--- src/rtl/tt_pkg.sv ---
package tt_pkg;
  localparam int unsigned AW        = 32;
  localparam int unsigned TTB_LSB   = 14;
  localparam int unsigned SEC_SHIFT = 20;
  localparam int unsigned PG_SHIFT  = 12;
  localparam int unsigned L2B_LSB   = 10;
  localparam int unsigned DOM_W     = 4;
  localparam int unsigned AP_W      = 2;
  localparam int unsigned N_SUBPG   = 4;
  localparam int unsigned ST_W      = 4;

  localparam logic [1:0] L1_COARSE = 2'b01;
  localparam logic [1:0] L1_SECT   = 2'b10;
  localparam logic [1:0] L2_SMALL  = 2'b10;
  localparam logic [ST_W-1:0] FS_SECT = 4'h5;
  localparam logic [ST_W-1:0] FS_PAGE = 4'h7;

  typedef enum logic [2:0] {
    S_IDLE, S_L1_REQ, S_L1_WAIT, S_L2_REQ, S_L2_WAIT, S_RESP
  } walk_st_e;

  typedef struct packed {
    logic [AW-1:0]    pa;
    logic             cache;
    logic             buffer;
    logic [DOM_W-1:0] domain;
    logic [AP_W-1:0]  ap;
    logic             page;
    logic             fault;
    logic [ST_W-1:0]  status;
  } walk_res_t;
endpackage

--- src/rtl/tt_addr_gen.sv ---
module tt_addr_gen
  import tt_pkg::*;
(
  input  logic [AW-1:TTB_LSB]  ttb_hi_i,
  input  logic [AW-1:PG_SHIFT] va_hi_i,
  input  logic [AW-1:L2B_LSB]  l2_base_i,
  output logic [AW-1:0]        l1_addr_o,
  output logic [AW-1:0]        l2_addr_o
);
  assign l1_addr_o = {ttb_hi_i, va_hi_i[AW-1:SEC_SHIFT], 2'b00};
  assign l2_addr_o = {l2_base_i, va_hi_i[SEC_SHIFT-1:PG_SHIFT], 2'b00};
endmodule

--- src/rtl/tt_desc_decode.sv ---
module tt_desc_decode
  import tt_pkg::*;
(
  input  logic                 lvl2_i,
  input  logic [AW-1:0]        desc_i,
  input  logic [DOM_W-1:0]     l1_dom_i,
  input  logic [SEC_SHIFT-1:0] va_lo_i,
  output logic                 coarse_o,
  output walk_res_t            res_o
);
  localparam int unsigned SEL_W = $clog2(N_SUBPG);

  logic [AP_W-1:0] ap_f [N_SUBPG];
  for (genvar g = 0; g < N_SUBPG; g++) begin : g_ap
    assign ap_f[g] = desc_i[4 + AP_W*g +: AP_W];
  end

  logic unused_dec;
  assign unused_dec = desc_i[9];

  always_comb begin
    res_o    = '0;
    coarse_o = 1'b0;
    if (!lvl2_i) begin
      res_o.domain = desc_i[8:5];
      if (desc_i[1:0] == L1_SECT) begin
        res_o.pa     = {desc_i[AW-1:SEC_SHIFT], va_lo_i};
        res_o.cache  = desc_i[3];
        res_o.buffer = desc_i[2];
        res_o.ap     = desc_i[11:10];
      end else if (desc_i[1:0] == L1_COARSE) begin
        coarse_o = 1'b1;
      end else begin
        res_o.fault  = 1'b1;
        res_o.status = FS_SECT;
      end
    end else begin
      res_o.domain = l1_dom_i;
      res_o.page   = 1'b1;
      if (desc_i[1:0] == L2_SMALL) begin
        res_o.pa     = {desc_i[AW-1:PG_SHIFT], va_lo_i[PG_SHIFT-1:0]};
        res_o.cache  = desc_i[3];
        res_o.buffer = desc_i[2];
        res_o.ap     = ap_f[va_lo_i[PG_SHIFT-1 -: SEL_W]];
      end else begin
        res_o.fault  = 1'b1;
        res_o.status = FS_PAGE;
      end
    end
  end
endmodule

--- src/rtl/tt_walker.sv ---
module tt_walker
  import tt_pkg::*;
(
  input  logic             clk_i,
  input  logic             rst_ni,
  input  logic [AW-1:0]    ttb_i,
  input  logic             req_valid_i,
  output logic             req_ready_o,
  input  logic [AW-1:0]    req_va_i,
  output logic             mem_req_valid_o,
  input  logic             mem_req_ready_i,
  output logic [AW-1:0]    mem_req_addr_o,
  input  logic             mem_rsp_valid_i,
  input  logic [AW-1:0]    mem_rsp_data_i,
  output logic             rsp_valid_o,
  input  logic             rsp_ready_i,
  output logic [AW-1:0]    rsp_pa_o,
  output logic             rsp_cache_o,
  output logic             rsp_buffer_o,
  output logic [DOM_W-1:0] rsp_domain_o,
  output logic [AP_W-1:0]  rsp_ap_o,
  output logic             rsp_page_o,
  output logic             rsp_fault_o,
  output logic [ST_W-1:0]  rsp_status_o
);
  walk_st_e              st_q;
  logic [AW-1:0]         va_q;
  logic [AW-1:TTB_LSB]   ttb_q;
  logic [AW-1:0]         d1_q;
  walk_res_t             res_q, dec_res;
  logic                  dec_coarse;
  logic [AW-1:0]         l1_addr, l2_addr;

  logic unused_top;
  assign unused_top = ^{ttb_i[TTB_LSB-1:0], d1_q[9], d1_q[4:0]};

  tt_addr_gen u_addr (
    .ttb_hi_i (ttb_q),
    .va_hi_i  (va_q[AW-1:PG_SHIFT]),
    .l2_base_i(d1_q[AW-1:L2B_LSB]),
    .l1_addr_o(l1_addr),
    .l2_addr_o(l2_addr)
  );

  tt_desc_decode u_dec (
    .lvl2_i  (st_q == S_L2_WAIT),
    .desc_i  (mem_rsp_data_i),
    .l1_dom_i(d1_q[8:5]),
    .va_lo_i (va_q[SEC_SHIFT-1:0]),
    .coarse_o(dec_coarse),
    .res_o   (dec_res)
  );

  always_ff @(posedge clk_i or negedge rst_ni) begin
    if (!rst_ni) begin
      st_q  <= S_IDLE;
      va_q  <= '0;
      ttb_q <= '0;
      d1_q  <= '0;
      res_q <= '0;
    end else begin
      unique case (st_q)
        S_IDLE: if (req_valid_i) begin
          va_q  <= req_va_i;
          ttb_q <= ttb_i[AW-1:TTB_LSB];
          st_q  <= S_L1_REQ;
        end
        S_L1_REQ: if (mem_req_ready_i) st_q <= S_L1_WAIT;
        S_L1_WAIT: if (mem_rsp_valid_i) begin
          d1_q <= mem_rsp_data_i;
          if (dec_coarse) st_q <= S_L2_REQ;
          else begin
            res_q <= dec_res;
            st_q  <= S_RESP;
          end
        end
        S_L2_REQ: if (mem_req_ready_i) st_q <= S_L2_WAIT;
        S_L2_WAIT: if (mem_rsp_valid_i) begin
          res_q <= dec_res;
          st_q  <= S_RESP;
        end
        S_RESP: if (rsp_ready_i) st_q <= S_IDLE;
        default: st_q <= S_IDLE;
      endcase
    end
  end

  assign req_ready_o     = (st_q == S_IDLE);
  assign mem_req_valid_o = (st_q == S_L1_REQ) || (st_q == S_L2_REQ);
  assign mem_req_addr_o  = (st_q == S_L2_REQ) ? l2_addr : l1_addr;
  assign rsp_valid_o     = (st_q == S_RESP);
  assign rsp_pa_o        = res_q.pa;
  assign rsp_cache_o     = res_q.cache;
  assign rsp_buffer_o    = res_q.buffer;
  assign rsp_domain_o    = res_q.domain;
  assign rsp_ap_o        = res_q.ap;
  assign rsp_page_o      = res_q.page;
  assign rsp_fault_o     = res_q.fault;
  assign rsp_status_o    = res_q.status;

  // one walk in flight
  a_r8_single_walk: assert property (@(posedge clk_i) disable iff (!rst_ni)
    !(req_ready_o && (rsp_valid_o || mem_req_valid_o)));
  // read request holds under stall
  a_r9_mem_hold: assert property (@(posedge clk_i) disable iff (!rst_ni)
    mem_req_valid_o && !mem_req_ready_i |=> mem_req_valid_o && $stable(mem_req_addr_o));
  // response holds under stall
  a_r10_rsp_hold: assert property (@(posedge clk_i) disable iff (!rst_ni)
    rsp_valid_o && !rsp_ready_i |=> rsp_valid_o && $stable(rsp_pa_o)
      && $stable(rsp_ap_o) && $stable(rsp_status_o) && $stable(rsp_domain_o));
  // ready returns after the response handshake
  a_r10_ready_back: assert property (@(posedge clk_i) disable iff (!rst_ni)
    rsp_valid_o && rsp_ready_i |=> req_ready_o);
  // fault status matches the level
  a_r6_r7_status: assert property (@(posedge clk_i) disable iff (!rst_ni)
    rsp_valid_o && rsp_fault_o |-> rsp_status_o == (rsp_page_o ? FS_PAGE : FS_SECT));
  // section keeps the low 20 VA bits
  a_r2_sect_offset: assert property (@(posedge clk_i) disable iff (!rst_ni)
    rsp_valid_o && !rsp_fault_o && !rsp_page_o |-> rsp_pa_o[SEC_SHIFT-1:0] == va_q[SEC_SHIFT-1:0]);
  // small page keeps the low 12 VA bits
  a_r4_page_offset: assert property (@(posedge clk_i) disable iff (!rst_ni)
    rsp_valid_o && !rsp_fault_o && rsp_page_o |-> rsp_pa_o[PG_SHIFT-1:0] == va_q[PG_SHIFT-1:0]);
endmodule

--- config.mk ---
export PLATFORM = sky130hd
export DESIGN_NAME = tt_walker
export DESIGN_NICKNAME = d
export VERILOG_FILES = /design/src/rtl/tt_pkg.sv /design/src/rtl/tt_addr_gen.sv /design/src/rtl/tt_desc_decode.sv /design/src/rtl/tt_walker.sv
export SDC_FILE = /design/constraint.sdc
export NUM_CORES = 1
export LEC_CHECK = 0
export ABC_CLOCK_PERIOD_IN_PS = 4450
export CAP_MARGIN = 0
export CORE_ASPECT_RATIO = 0.7
export CORE_MARGIN = 3
export CORE_UTILIZATION = 51
export CTS_BUF_LIST = sky130_fd_sc_hd__clkbuf_2 sky130_fd_sc_hd__clkbuf_4 sky130_fd_sc_hd__clkbuf_8
export DETAILED_ROUTE_END_ITERATION = 7
export HOLD_SLACK_MARGIN = 0.02
export PLACE_DENSITY = 0.88
export SLEW_MARGIN = 20
export SYNTH_ARGS = -nofsm -noshare
export SYNTH_HDL_FRONTEND = slang
export SYNTH_SLANG_ARGS = --single-unit
--- constraint.sdc ---
create_clock -name clk_i -period 4.45 [get_ports clk_i]
set_input_delay 0.6675 -clock clk_i [delete_from_list [all_inputs] [get_ports clk_i]]
set_output_delay 0.6675 -clock clk_i [all_outputs]
set_load 0.005 [all_outputs]
## Yosys cells after proc, flatten, opt, wreduce, memory -nomap -nowiden

Index checks and enable logic that the tools add are counted.

- Logic and storage cells: 64
- Output and inout port bits: 81
- Input bits: 102
- Flip-flop bits (word level): 131

- Order comparisons: 1
- Equality and inequality tests: 14
- Reductions and logical operators: 7
- Muxes and demuxes: 29
- Bitwise operators: 1

Operators with widths:

| operator | number |
|---|---|
| two-way mux 46 bit | 3 |
| case mux 46 bit (2 select lines) | 1 |
| two-way mux 34 bit | 2 |
| two-way mux 40 bit | 1 |
| two-way mux 32 bit | 1 |
| two-way mux 3 bit | 7 |
| two-way mux 5 bit | 4 |
| case mux 3 bit (6 select lines) | 1 |
| inequality test 2 bit, second input constant | 6 |
| two-way mux 2 bit | 4 |
| equality test 3 x 2 -> 1 bit, second input constant | 2 |
| equality test 3 bit, second input constant | 2 |
| AND reduction 6 bit | 1 |
| binary-select mux 2 bit (select 2 bit) | 1 |
| two-way mux 1 bit | 4 |
| AND reduction 2 bit | 2 |
| AND reduction 4 bit | 1 |
| equality test 3 x 1 -> 1 bit, second input constant | 1 |
| greater-or-equal comparator 3 bit, second input constant | 1 |
| logical NOT 3 bit | 1 |
| NOT 2 -> 3 bit | 1 |
| equality test 2 x 1 -> 1 bit, second input constant | 1 |
| equality test 2 bit, second input constant | 1 |
| inequality test 2 x 1 -> 1 bit, second input constant | 1 |
| other kinds (2) | 2 |

## Depth between registers and ports, before layout

- Word-level depth: 9
- Depth in mapped cells: 8
- Depth with buffers taken out: 6

## By module

Synthesis repeated with hierarchy kept, for this count alone.

- Cells, all modules: 472
- Area, all modules: 6426.2 um2

Modules (own cells, without submodules):

| module | area an instance (um2) | sequential area each (um2) | cells each | instances |
|---|---|---|---|---|
| tt_walker | 5371.4 | 3128.0 | 326 | 1 |
| tt_desc_decode | 570.5 | 0.0 | 81 | 1 |
| tt_addr_gen | 484.2 | 0.0 | 65 | 1 |

## Least setup slack after synthesis

Ideal clock, no wire load.

- Kind: flip-flop to output port
- Start: reg st_q[1]
- End: out mem_req_addr_o[10]
- Path buffers: 2
- Required time: 3.783 ns
- Slack: 2.489 ns
- Cell stages (with the launch flop): 6
- Arrival: 1.294 ns
- Cell sequence: dfrtp_1 > buf_4 > nor2b_2 > nand2_1 > buf_2 > mux2_2

- Cells in the longest elaborated chain, start to end: 2

RTL lines:

| element | line | RTL |
|---|---|---|
| start, declared | tt_walker.sv:26 | `walk_st_e st_q;` |
| start signal, assigned | tt_walker.sv:56 | `st_q <= S_IDLE;` |
| start signal, assigned | tt_walker.sv:66 | `st_q <= S_L1_REQ;` |
| start signal, assigned | tt_walker.sv:68 | `S_L1_REQ: if (mem_req_ready_i) st_q <= S_L1_WAIT;` |
| equality test 3 x 2 -> 1 bit | tt_walker.sv:90 | `assign mem_req_addr_o = (st_q == S_L2_REQ) ? l2_addr : l1_addr;` |
| two-way mux 32 bit | tt_walker.sv:90 |  |
| end, declared | tt_walker.sv:12 | `output logic [AW-1:0] mem_req_addr_o,` |

Every way passes these cells.

## Worst setup path after layout

- Start: reg st_q[2]
- End: out mem_req_addr_o[31]

Same word-level chain as after synthesis.

==> flow_summary.json <==
{
  "initial_standard_cell_utilization_of_the_core_pct": 54.2,
  "num-nets-final": 694,
  "cts_tree": "built",
  "timing.final.hold_violations": 0,
  "critPathBufInv": 2,
  "grt_usage_pct": 23.9,
  "cts_made_buffers": 17,
  "grt_pass1_vias": 4246,
  "hold-worst-slack_ps": 290,
  "timing.critical_path.from_type": "flip-flop",
  "power-per-cell-area_nw_per_um2": 645,
  "detailed_place_hpwl_um": 9570,
  "clock_tree.htree_level_count": 4,
  "top_cell_family_by_delay_on_the_critical_path": "buffers and inverters",
  "clock_insertion_delay_worst_skew_ps": 420,
  "final-setup-viol-count": 0,
  "first_iter_violations": 185,
  "routedWlPerCell_um": 18.8,
  "mappedNetlistArea_um2": 5430,
  "cts_root_buffer": "sky130_fd_sc_hd__clkbuf_8",
  "gp_routability_congestion": 0.820,
  "fin_util_pct": 75.3,
  "cts_setup_buffers": 0,
  "postSynthAreaPerCell_um2": 12.7,
  "syn2layout_area_growth_pct": 38.9,
  "ant_nets_after_route": 0,
  "run_status": "finished clean",
  "power.leakage_nw": 3.21,
  "rsz0062_at_grt": "no",
  "timing.critical_path.cells": "nor2b_2 > nand2_1 > buf_4 > mux2_2 > clkdlybuf4s50_1",
  "chipHeight_um": 92.3,
  "core-area_um2": 10000,
  "drt_drc_violations_left": 0,
  "worst_ir_drop_vdd_mv": 0.379,
  "maxClockFrequency_ghz": 0.313,
  "critical_path_peak_fanout": 30,
  "yosys_warnings": 0,
  "grt_remaining_overflow": 0,
  "worst_hold_path_type": "in -> async",
  "fp-row-count": 30,
  "grt_first_pass_wirelength_um": 21900,
  "criticalPathCategory": "reg -> out",
  "min_period_over_period_pct": 71.9,
  "cp_data_arrival_time_ps": 2530,
  "drive_above_1_share_pct": 20.2,
  "cts.clk_slew.worst_paths_ps": 70,
  "design.die.area_um2": 11900,
  "cts_repair_resize_count": 0,
  "regToRegEndpoint": "d1_q[11]",
  "filler_cell_count": 636,
  "placement.io_buffers": 165,
  "worstMarginPinSlew_ps": 734,
  "drt_first_pass_iters": 5,
  "worstReg2RegStart": "st_q[0]",
  "chipWidth_um": 129,
  "hold_buffers": 0,
  "timing.critical_path.to_type": "output port",
  "cpPeakStageDelay_ps": 630,
  "power.total_mw": 4.86,
  "grt_max_degree": 56,
  "wirelength_um": 13700,
  "relSlewSlack_pct": 51.0,
  "route.detailed.vias_per_inst": 5.29,
  "routed-via-count": 3870,
  "slew_viol_final": 0,
  "postSynthRegisterBits": 122,
  "layout_common_cells": "164 x sky130_fd_sc_hd__clkdlybuf4s50_1, 122 x sky130_fd_sc_hd__dfrtp_1, 75 x sky130_fd_sc_hd__nand2_1",
  "final.min_clock_period_ps": 3200,
  "synth_seq_area_share_pct": 56.2,
  "layout_commonest_cell": "sky130_fd_sc_hd__clkdlybuf4s50_1",
  "diodes": 0,
  "critical_path.slowest_cell": "sky130_fd_sc_hd__dfrtp_1",
  "cts_num_sinks": 122,
  "ioPinCount": 183,
  "cts.path.max_buffers": 2,
  "syn_inst": 429,
  "r2r.worst_path.cells": 4,
  "regToRegSetupSlack_ps": 2260,
  "fin_tns_setup_ps": 0,
  "max-cap-violations": 0,
  "antenna_found_initial": 0,
  "clock-skew-final_ps": 10.7,
  "synth_cell_type_count": 36,
  "timing.critical_path.required_ps": 3780
}
stage by stage:
step | setup slack, ps | cells | area (µm²)
floorplan | 2490 | 431 | 5440
global placement | 1580 | 699 | 7090
detailed placement | 1510 | 699 | 7090
CTS | 1200 | 731 | 7540
global route | 1110 | 731 | 7540
finish | 1250 | 731 | 7540
state kept, by name, summed over array words and instances, names as in the netlist:
signal	count
rsp_pa_o	32
va_q	32
d1_q	26
ttb_q	18
rsp_domain_o	4
st_q	3
rsp_ap_o	2
rsp_status_o	2
rsp_buffer_o	1
rsp_cache_o	1
rsp_page_o	1
layer usage:
metal | vias up | part of all wire [%] | global-route usage [%]
met5 | - | 0 | 0
met4 | 0 | 1.5 | 8.30
met3 | 18 | 9.2 | 9.45
met2 | 152 | 47 | 38.1
met1 | 1898 | 42 | 29.8
li1 | 1802 | - | -
Yosys cell counts, drive strengths merged:
cell type | count | share of area [%]
a21oi | 2 | 0.18
and2 | 3 | 0.35
buf | 27 | 3.8
clkbuf | 6 | 0.41
clkinv | 1 | 0.069
conb | 1 | 0.069
dfrtp | 122 | 56
ha | 2 | 0.46
inv | 2 | 0.14
mux2 | 106 | 22
mux2i | 15 | 2.8
mux4 | 2 | 0.83
nand2 | 75 | 5.2
nand2b | 2 | 0.23
nand3 | 1 | 0.092
nor2 | 2 | 0.14
nor2b | 5 | 0.62
nor3 | 1 | 0.092
nor3b | 1 | 0.23
nor4b | 1 | 0.44
o211ai | 1 | 0.14
o21a | 1 | 0.14
o21ai | 36 | 3.4
o221a | 1 | 0.21
o221ai | 1 | 0.16
o22ai | 1 | 0.12
o31ai | 8 | 1.1
or2 | 1 | 0.12
or3b | 1 | 0.16
xor2 | 1 | 0.16
layout make-up:
type | count | area (µm²) | area share, %
well taps | 128 | 160 | 2.12
multi-input cells | 273 | 2150 | 28.5
repair buffers | 173 | 1710 | 22.7
flip-flops and latches | 122 | 3050 | 40.5
inverters | 3 | 11.3 | 0.149
clock buffers | 17 | 234 | 3.10
clock inverters | 15 | 224 | 2.97
logic make-up (layout without fill, tap and decap cells):
family | after synthesis | count (layout) | share of synthesized area [%]
adder cells (fa/ha/maj) | 2 | 2 | 0.461
flip-flops | 122 | 122 | 56.2
multiplexers | 123 | 123 | 25.6
AND/OR/NAND/NOR | 93 | 93 | 7.65
other | 1 | 3 | 0.0691
buffers and inverters | 36 | 208 | 4.40
XOR/XNOR | 1 | 1 | 0.161
AO/OA/AOI/OAI | 51 | 51 | 5.44
worst max-delay path by stage:
| stage | endpoint | from | depth (start not counted) | slack, ps |
|---|---|---|---|---|
| floorplan | mem_req_addr_o[10] | st_q[1] | 5 | 2490 |
| global placement | d1_q[5] | mem_rsp_valid_i | 5 | 1580 |
| detailed placement | d1_q[15] | mem_rsp_valid_i | 5 | 1510 |
| CTS | mem_req_addr_o[31] | st_q[2] | 5 | 1200 |
| global route | mem_req_addr_o[31] | st_q[2] | 5 | 1110 |
| finish | mem_req_addr_o[31] | st_q[2] | 5 | 1250 |
power by group:
part	switching, mW	internal [mW]	leakage (nW)
Combinational	0.686	1.16	1.47
Sequential	0.302	1.59	1.52
Clock	0.452	0.668	0.226
Total	1.44	3.42	3.21
No activity file was read; power rests on OpenSTA's default activity.
